File: config.mk
export PLATFORM = sky130hd
export DESIGN_NAME = dual_pwm
export DESIGN_NICKNAME = d
export VERILOG_FILES = /design/src/rtl/dpwm_pkg.sv /design/src/rtl/dpwm_cfg.sv /design/src/rtl/dpwm_cnt.sv /design/src/rtl/dpwm_out.sv /design/src/rtl/dual_pwm.sv
export SDC_FILE = /design/constraint.sdc
export NUM_CORES = 1
export LEC_CHECK = 0
export BUFFER_PORTS_ARGS = -buffer_cell sky130_fd_sc_hd__buf_2
export CORE_MARGIN = 3
export CORE_UTILIZATION = 35
export DETAILED_ROUTE_END_ITERATION = 10
export PLACE_DENSITY_LB_ADDON = 0.15
export RECOVER_POWER = 25
export SYNTH_ARGS = -nofsm -noshare
export SYNTH_HDL_FRONTEND = slang
export SYNTH_HIERARCHICAL = 1
export SYNTH_SLANG_ARGS = --single-unit
File: constraint.sdc
create_clock -name clk_i -period 4.4 [get_ports clk_i]
set_input_delay 0.66 -clock clk_i [delete_from_list [all_inputs] [get_ports clk_i]]
set_output_delay 0.66 -clock clk_i [all_outputs]
set_load 0.01 [all_outputs]
File: src/rtl/dpwm_pkg.sv
package dpwm_pkg;
  parameter int unsigned PWM_W = 16;
  typedef enum logic {FMT_WIDE = 1'b0, FMT_SPLIT = 1'b1} fmt_e;
endpackage

File: src/rtl/dpwm_cfg.sv
module dpwm_cfg import dpwm_pkg::*; #(
  parameter int unsigned W  = PWM_W,
  parameter int unsigned HB = W / 2
) (
  input  logic          clk_i,
  input  logic          rst_ni,
  input  logic          wr_en_i,
  input  logic [W-1:0]  wr_data_i,
  input  fmt_e          fmt_i,
  input  logic          load_i,
  output logic [W-1:0]  hi_o,
  output logic [HB-1:0] pre_o,
  output logic [W-1:0]  lim_o,
  output logic          run_o
);
  localparam logic [W-1:0] WIDE_LIM = {{(W-1){1'b1}}, 1'b0};
  localparam logic [W-1:0] HALF_LIM = {{(W-HB){1'b0}}, {(HB-1){1'b1}}, 1'b0};

  logic [W-1:0] shadow_q, act_q, cur_val;
  fmt_e         act_fmt_q, cur_fmt;

  always_ff @(posedge clk_i or negedge rst_ni)
    if (!rst_ni)      shadow_q <= '0;
    else if (wr_en_i) shadow_q <= wr_data_i;

  // frame settings swap only on the opening step of a frame
  always_ff @(posedge clk_i or negedge rst_ni)
    if (!rst_ni) begin
      act_q     <= '0;
      act_fmt_q <= FMT_WIDE;
    end else if (load_i) begin
      act_q     <= cur_val;
      act_fmt_q <= cur_fmt;
    end

  assign cur_val = load_i ? shadow_q : act_q;
  assign cur_fmt = load_i ? fmt_i    : act_fmt_q;

  always_comb begin
    if (cur_fmt == FMT_SPLIT) begin
      hi_o  = {{(W-HB){1'b0}}, cur_val[W-1:HB]};
      pre_o = cur_val[HB-1:0];
      lim_o = HALF_LIM;
      run_o = |cur_val[W-1:HB];
    end else begin
      hi_o  = cur_val;
      pre_o = '0;
      lim_o = WIDE_LIM;
      run_o = |cur_val;
    end
  end
endmodule

File: src/rtl/dpwm_cnt.sv
module dpwm_cnt #(
  parameter int unsigned W  = 16,
  parameter int unsigned HB = W / 2
) (
  input  logic          clk_i,
  input  logic          rst_ni,
  input  logic          clr_i,
  input  logic          tick_i,
  input  logic          run_i,
  input  logic [HB-1:0] pre_i,
  input  logic [W-1:0]  lim_i,
  output logic [W-1:0]  coarse_o,
  output logic          at_start_o,
  output logic          last_o
);
  logic [HB-1:0] fine_q;
  logic [W-1:0]  coarse_q;

  always_ff @(posedge clk_i or negedge rst_ni)
    if (!rst_ni) begin
      fine_q   <= '0;
      coarse_q <= '0;
    end else if (clr_i) begin
      fine_q   <= '0;
      coarse_q <= '0;
    end else if (tick_i && run_i) begin
      if (fine_q == pre_i) begin
        fine_q   <= '0;
        coarse_q <= (coarse_q == lim_i) ? '0 : coarse_q + 1'b1;
      end else begin
        fine_q <= fine_q + 1'b1;
      end
    end

  assign coarse_o   = coarse_q;
  assign at_start_o = (coarse_q == '0) && (fine_q == '0);
  assign last_o     = (coarse_q == lim_i) && (fine_q == pre_i);

  AST_CNT_BOUND: assert property (@(posedge clk_i) disable iff (!rst_ni)
    coarse_q <= lim_i);
  AST_CLR_RESTART: assert property (@(posedge clk_i) disable iff (!rst_ni)
    clr_i |=> at_start_o);
endmodule

File: src/rtl/dpwm_out.sv
module dpwm_out #(
  parameter int unsigned W = 16
) (
  input  logic         clk_i,
  input  logic         rst_ni,
  input  logic         clr_i,
  input  logic         tick_i,
  input  logic         run_i,
  input  logic         last_i,
  input  logic [W-1:0] coarse_i,
  input  logic [W-1:0] hi_i,
  output logic         pwm_o,
  output logic         irq_o
);
  logic pwm_q, irq_q;

  always_ff @(posedge clk_i or negedge rst_ni)
    if (!rst_ni) begin
      pwm_q <= 1'b0;
      irq_q <= 1'b0;
    end else if (clr_i) begin
      pwm_q <= 1'b0;
      irq_q <= 1'b0;
    end else begin
      if (tick_i) pwm_q <= run_i && (coarse_i < hi_i);
      irq_q <= tick_i && run_i && last_i;
    end

  assign pwm_o = pwm_q;
  assign irq_o = irq_q;

  AST_IRQ_PULSE: assert property (@(posedge clk_i) disable iff (!rst_ni)
    irq_q |=> !irq_q);
  AST_STOP_LOW: assert property (@(posedge clk_i) disable iff (!rst_ni)
    clr_i |=> (!pwm_q && !irq_q));
endmodule

File: src/rtl/dual_pwm.sv
module dual_pwm import dpwm_pkg::*; #(
  parameter int unsigned W = PWM_W
) (
  input  logic         clk_i,
  input  logic         rst_ni,
  input  logic         cnt_en_i,
  input  logic         wr_en_i,
  input  logic [W-1:0] wr_data_i,
  input  logic         start_i,
  input  logic         fmt8_i,
  output logic         pwm_o,
  output logic         irq_o
);
  localparam int unsigned HB = W / 2;

  logic          tick, clr, load, run, at_start, last;
  logic [W-1:0]  hi, lim, coarse;
  logic [HB-1:0] pre;

  assign tick = start_i & cnt_en_i;
  assign clr  = ~start_i;
  assign load = tick & at_start;

  dpwm_cfg #(.W(W), .HB(HB)) u_cfg (
    .clk_i, .rst_ni, .wr_en_i, .wr_data_i,
    .fmt_i(fmt_e'(fmt8_i)), .load_i(load),
    .hi_o(hi), .pre_o(pre), .lim_o(lim), .run_o(run)
  );

  dpwm_cnt #(.W(W), .HB(HB)) u_cnt (
    .clk_i, .rst_ni, .clr_i(clr), .tick_i(tick), .run_i(run),
    .pre_i(pre), .lim_i(lim),
    .coarse_o(coarse), .at_start_o(at_start), .last_o(last)
  );

  dpwm_out #(.W(W)) u_out (
    .clk_i, .rst_ni, .clr_i(clr), .tick_i(tick), .run_i(run),
    .last_i(last), .coarse_i(coarse), .hi_i(hi),
    .pwm_o, .irq_o
  );

  AST_RISE_AT_FRAME: assert property (@(posedge clk_i) disable iff (!rst_ni)
    $rose(pwm_o) |-> $past(load));
  AST_OFF_SILENT: assert property (@(posedge clk_i) disable iff (!rst_ni)
    (tick && !run) |=> (!pwm_o && !irq_o));
endmodule

# --- Word level (Yosys, flattened, before mapping) ---
# Index checks and enable logic that the tools add are counted.
classes:
  addsub: 2
  n_lt_le_gt_ge: 1
  n_eq_ne: 5
  mux: 16
  n_bitwise: 2
  n_reduce_logical: 10
op_table:
  columns: ["op", "n"]
  rows:
  - ["$mux 16", 7]
  - ["$mux 8", 4]
  - ["$add 16x1->16 const B", 1]
  - ["$eq 16x16->1", 1]
  - ["$logic_not 16->1", 1]
  - ["$lt 16x16->1", 1]
  - ["$reduce_or 16->1", 1]
  - ["$add 8x1->8 const B", 1]
  - ["$eq 8x8->1", 1]
  - ["$logic_not 8->1", 1]
  - ["$reduce_or 8->1", 1]
  - ["$ne 2x1->1 const B", 3]
  - ["$logic_and 1x1->1", 5]
  - ["$mux 1", 5]
  - ["$and 1x1->1", 2]
  - ["$reduce_and 2->1", 1]
totals:
  ff_bits: 59
  elab_cells: 43

# --- Longest topological paths before layout ---
logic_depth:
  word_depth: 10
  mapped_depth: 18
  ltp_nobuf: 17

# --- Hierarchy ---
# Netlist, hierarchy kept.
by_module_without_submodules:
  columns: ["module", "n_inst", "cells_per_inst", "area_each_um2", "seq_area_each_um2"]
  rows:
  - ["dpwm_cnt", 1, 191, 1780.5, 600.6]
  - ["dpwm_cfg", 1, 147, 1642.8, 825.8]
  - ["dpwm_out", 1, 59, 484.2, 50.0]
  - ["dual_pwm", 1, 3, 17.5, 0.0]

# --- Worst setup path before layout ---
# No wires, ideal clock.
synth_path:
  path_kind: "register -> register"
  start: "register u_cnt.fine_q[5]"
  end: "register u_cnt.coarse_q[13], in the netlist u_cnt/coarse_o[13]"
  arrival_ns: 3.340
  required_ns: 4.279
  setup_slack_ns: 0.939
  path_stages_with_launch: 14
  path_cell_list: "dfrtp_1 -> or4_1 -> nor4_1 -> and3_1 -> mux2_2 -> inv_6 -> buf_2 -> buf_4 -> xor2_1 -> nor4_1 -> a41o_2 -> buf_8 -> o21ai_1 -> a22o_1"
synth_between:
  elab_chain_len: 10
  elab_cells_between_ends: 20
  classes_between: "4 x eq/ne; 9 x mux; 1 x bitwise; 6 x reduce/logical"
synth_lines:
  columns: ["element", "line_no", "source"]
  rows:
  - ["start, declared", "dpwm_cnt.sv:16", "logic [HB-1:0] fine_q;"]
  - ["start signal, assigned", "dpwm_cnt.sv:31", "fine_q <= fine_q + 1'b1;"]
  - ["$logic_not 8->1", "dpwm_cnt.sv:36", "assign at_start_o = (coarse_q == '0) && (fine_q == '0);"]
  - ["$logic_and 1x1->1", "dpwm_cnt.sv:36", null]
  - ["named net at_start", "dual_pwm.sv:16", "logic tick, clr, load, run, at_start, last;"]
  - ["$and 1x1->1", "dual_pwm.sv:22", "assign load = tick & at_start;"]
  - ["named net load", "dual_pwm.sv:16", null]
  - ["$mux 1", "dpwm_cfg.sv:37", "assign cur_fmt = load_i ? fmt_i : act_fmt_q;"]
  - ["$mux 16", "dpwm_cfg.sv:40", "if (cur_fmt == FMT_SPLIT) begin"]
  - ["named net lim[8]", "dual_pwm.sv:17", "logic [W-1:0] hi, lim, coarse;"]
  - ["$eq 16x16->1", "dpwm_cnt.sv:29", "coarse_q <= (coarse_q == lim_i) ? '0 : coarse_q + 1'b1;"]
  - ["$mux 16", "dpwm_cnt.sv:29", null]
  - ["$mux 16", "dpwm_cnt.sv:27", "if (fine_q == pre_i) begin"]
  - ["$mux 16", "dpwm_cnt.sv:26", "end else if (tick_i && run_i) begin"]
  - ["$mux 16", "dpwm_cnt.sv:23", "end else if (clr_i) begin"]
  - ["end signal, assigned", "dpwm_cnt.sv:29", null]
  - ["end, declared", "dpwm_cnt.sv:17", "logic [W-1:0] coarse_q;"]
# The timed path passes the listed nets, and every way through them passes these cells. The select of a mux whose other input is x is not followed.
# A chain may end at the register's enable or synchronous reset.

# --- Final worst setup path ---
layout_path:
  start: "register u_cnt.fine_q[0]"
  end: "register u_cnt.coarse_q[14], in the netlist u_cnt/coarse_o[14]"
layout_between:
  elab_cells_between_ends: 20
  classes_between: "4 x eq/ne; 9 x mux; 1 x bitwise; 6 x reduce/logical"
layout_lines:
  columns: ["element", "line_no", "source"]
  rows:
  - ["$logic_not 8->1 *", "dpwm_cnt.sv:36", null]
  - ["$logic_and 1x1->1 *", "dpwm_cnt.sv:36", null]
  - ["named net at_start", "dual_pwm.sv:16", null]
  - ["$and 1x1->1 *", "dual_pwm.sv:22", null]
  - ["named net load", "dual_pwm.sv:16", null]
  - ["$mux 16", "dpwm_cfg.sv:36", "assign cur_val = load_i ? shadow_q : act_q;"]
  - ["$reduce_or 16->1 / $reduce_or 8->1 (equally long branches)", "dpwm_cfg.sv:49, dpwm_cfg.sv:44", null]
  - ["$mux 1 *", "dpwm_cfg.sv:40", null]
  - ["named net run", "dual_pwm.sv:16", null]
  - ["$logic_and 1x1->1 *", "dpwm_cnt.sv:26", null]
  - ["$ne 2x1->1 (no source line) *", null, null]
  - ["$reduce_and 2->1 (no source line) *", null, null]
# Mark *: on every way through the listed nets, which the timed path passes. The rest lies on a longest branch. The select of a mux whose other input is x is not followed.

==> run metrics <==
PwrDens=515 nW/µm²; Synth cell types=57; IO buf count=23; Via density=5.01; clk slew on worst S/H paths=0.08 ns; Core Box Area=10900 µm²; Post-synth ARST share=100%; Seq. cell area=1480 µm²; top-level port count=24; Setup Buffers After CTS=0; total wire length=8890 µm; Root Buffer=clkbuf_8; Util after Layout=39.1%; slew at the pin closest to its max-slew limit=3.21 ns; DP Wirelength=6390 µm; end of the critical path=u_cnt/coarse_o[14]; Worst-Skew Late Latency=0.34 ns; Die Y=112 µm; DR pass1 iterations=4; reg2reg end=u_cnt/coarse_o[14]; Seq cells post-synth=59; R2R cell count=16; CP required=4.69 ns; Synth Warn #=6; final slew viol count=60; RSZ-0062 raised after global routing=no; Worst setup EP type=flop; Seq/Total Area, Yosys=37.6%; DR DRC count=0; Gate Count Post-Synth=400; CTS Buf Count=9; FILL cells=1083; Hold Fails Final Rpt=0; WP data arrival=4.23 ns; Total Routing Usage GR=15.0%; RePlAce Congestion=0.754; commonest non-fill, non-tap cell in the layout=dfrtp_1; Worst Setup Path Type=flop to flop; status=finished, violations left; Vias=2799; Worst Hold Class=flop to flop; CP startpoint=u_cnt/fine_q[0]; CTS tree=built; drt wl/cell=15.9 µm; # nets final=455; die width=112 µm; Synth Area per Inst=9.81 µm²; grt ovf=0; Die ar.=12500 µm²; failing checks=max-capacitance violations, max-slew violations; maximum vdd drop=0.170 mV; multi-input logic area=2050 µm²; initial drt markers=142; R2R Setup Slk=0.46 ns; setup TNS=0 ns; Worst Clk Skew=0.0122 ns; first-pass GRT wire length=14900 µm; worst reg2reg startpoint=u_cnt/fine_q[0]; clock net sink count=59; Worst slew margin=-114%; Antenna Cells=0; fin crit period=3.94 ns; crit path max fanout=21; post_cts resized=0; Cell Area, Synth=3930 µm²; commonest non-fill, non-tap cells in the layout=dfrtp_1, nor2_1, inv_1; area growth from synthesis to layout=8.42%; ANT nets after route=0; startpoint type of the worst setup path=flop; initial antenna violation count=0; Final Setup Violations=0; CTS Hold Bufs=0; EDFF count, synth=0; Tcrit/Tclk final=89.6%; via count of the first global-routing pass=2802; pin count of the biggest net entering global routing=60; max cap viols=1; layout cells sized above 1=16.5%; Initial Util=36.0%; P_leak=2.03 nW; Synth Flop Type=dfrtp_1; row count=38; Fmax=254 MHz; H-tree Lvls=3; CTS max path bufs=2
-- flip-flops by register name, indices dropped and copies added, names as in the netlist --
register,flops
u_cfg/act_q,16
u_cnt/coarse_o,16
u_out/pwm_o,1
u_cfg/act_fmt_q,1
u_out/irq_o,1
u_cfg/shadow_q,16
u_cnt/fine_q,8
-- through the flow --
step           cells  power, mW  worst slack, ns  area, µm²  hold WS [ns]
6_report         559       2.19            0.456       4260         0.491
3_3_place_gp     543       1.58            0.492       4020         0.484
5_1_grt          559       2.36            0.179       4260         0.522
2_1_floorplan    406       1.48            0.939       3950         0.364
3_5_place_dp     543       1.60            0.448       4020         0.477
4_1_cts          559       2.22            0.423       4260         0.499
-- power breakdown --
part           internal (mW)  switching, mW
registers              0.646         0.0608
clock network          0.375          0.232
logic                  0.350          0.526
total                   1.37          0.819
-- metal layers --
metal  routed length [µm]  GRT usage [%]  vias up
met1                 4290           20.7     1358
li1                     -              -     1401
met3                  198           2.77        9
met5                    0              0        -
met4                  125           4.87        0
met2                 4280           23.7       31
-- cell usage after synthesis, types with 2 or more instances --
cell type   n  area share, %
nand4b_1    3           0.67
and3_2      2           0.38
xor2_1     28            6.2
nand2_1    11            1.1
o21ai_0     3           0.38
a211o_1     2           0.45
mux2i_1    12            3.1
a31o_1      2           0.45
nand4_1     8            1.3
inv_1      35            3.3
nor2b_1     4           0.64
nor4_2      4            1.3
buf_2       5           0.64
nor2_1     38            3.6
clkbuf_1    3           0.29
nor3_1      8            1.0
a22o_1     13            2.9
and2_1      5           0.80
nor4_4      2            1.1
nor4_1     10            1.6
buf_4      17            3.3
and3_1      6           0.96
buf_6       7            2.0
mux2_2      5            1.4
mux2_1     16            4.6
a21o_1      2           0.38
nand3_1    12            1.5
dfrtp_1    59             38
conb_1      2           0.19
ha_1       19            6.1
o21ai_1    14            1.8
a21oi_1    18            2.3
-- worst min path at each step --
stage / start / to / slack, ns / depth (start not counted)
after floorplan: rst_ni / u_cfg/act_fmt_q / 0.36 / 0
after global placement: u_cfg/shadow_q[4] / u_cfg/shadow_q[4] / 0.48 / 1
after detailed placement: u_cfg/shadow_q[4] / u_cfg/shadow_q[4] / 0.48 / 1
after CTS: u_cfg/shadow_q[4] / u_cfg/shadow_q[4] / 0.50 / 1
after global routing: wr_data_i[8] / u_cfg/shadow_q[8] / 0.52 / 2
final: u_cfg/shadow_q[4] / u_cfg/shadow_q[4] / 0.49 / 1
-- final cells by class --
class	count	area share, %
Timing Repair Buffer	31	4.00
Sequential cell	59	34.7
Multi-Input combinational cell	277	48.3
Clock inverter	7	2.73
Clock buffer	9	2.91
Tap cell	140	4.12
Inverter	36	3.29
-- cell families (layout without fill, tap and decap cells) --
logic type | after synthesis | after routing | synth area share (%)
and+or+nand+nor | 125 | 125 | 18.8
buffers and inverters | 70 | 83 | 10.6
AOI/OAI and AO/OA | 64 | 64 | 11.3
DFF | 59 | 59 | 37.6
muxes | 33 | 33 | 9.09
xor gates and xnor gates | 28 | 28 | 6.25
adders and majority gates | 19 | 19 | 6.06
other | 2 | 8 | 0.191
-- critical path: stages, from the launching register on --
cell and delay [ns]:
dfrtp_1 0.47, inv_1 0.11, ha_1 0.19, nand2_1 0.07, nor3_1 0.13, nand4_1 0.13, nor4_1 0.16, and3_1 0.24
buf_4 0.31, mux2i_1 0.46, o211ai_1 0.22, a211o_1 0.41, and2_1 0.23, a31o_1 0.24, buf_4 0.20, o22ai_1 0.18
a31o_1 0.12
Power figures use the tool's default switching activity.
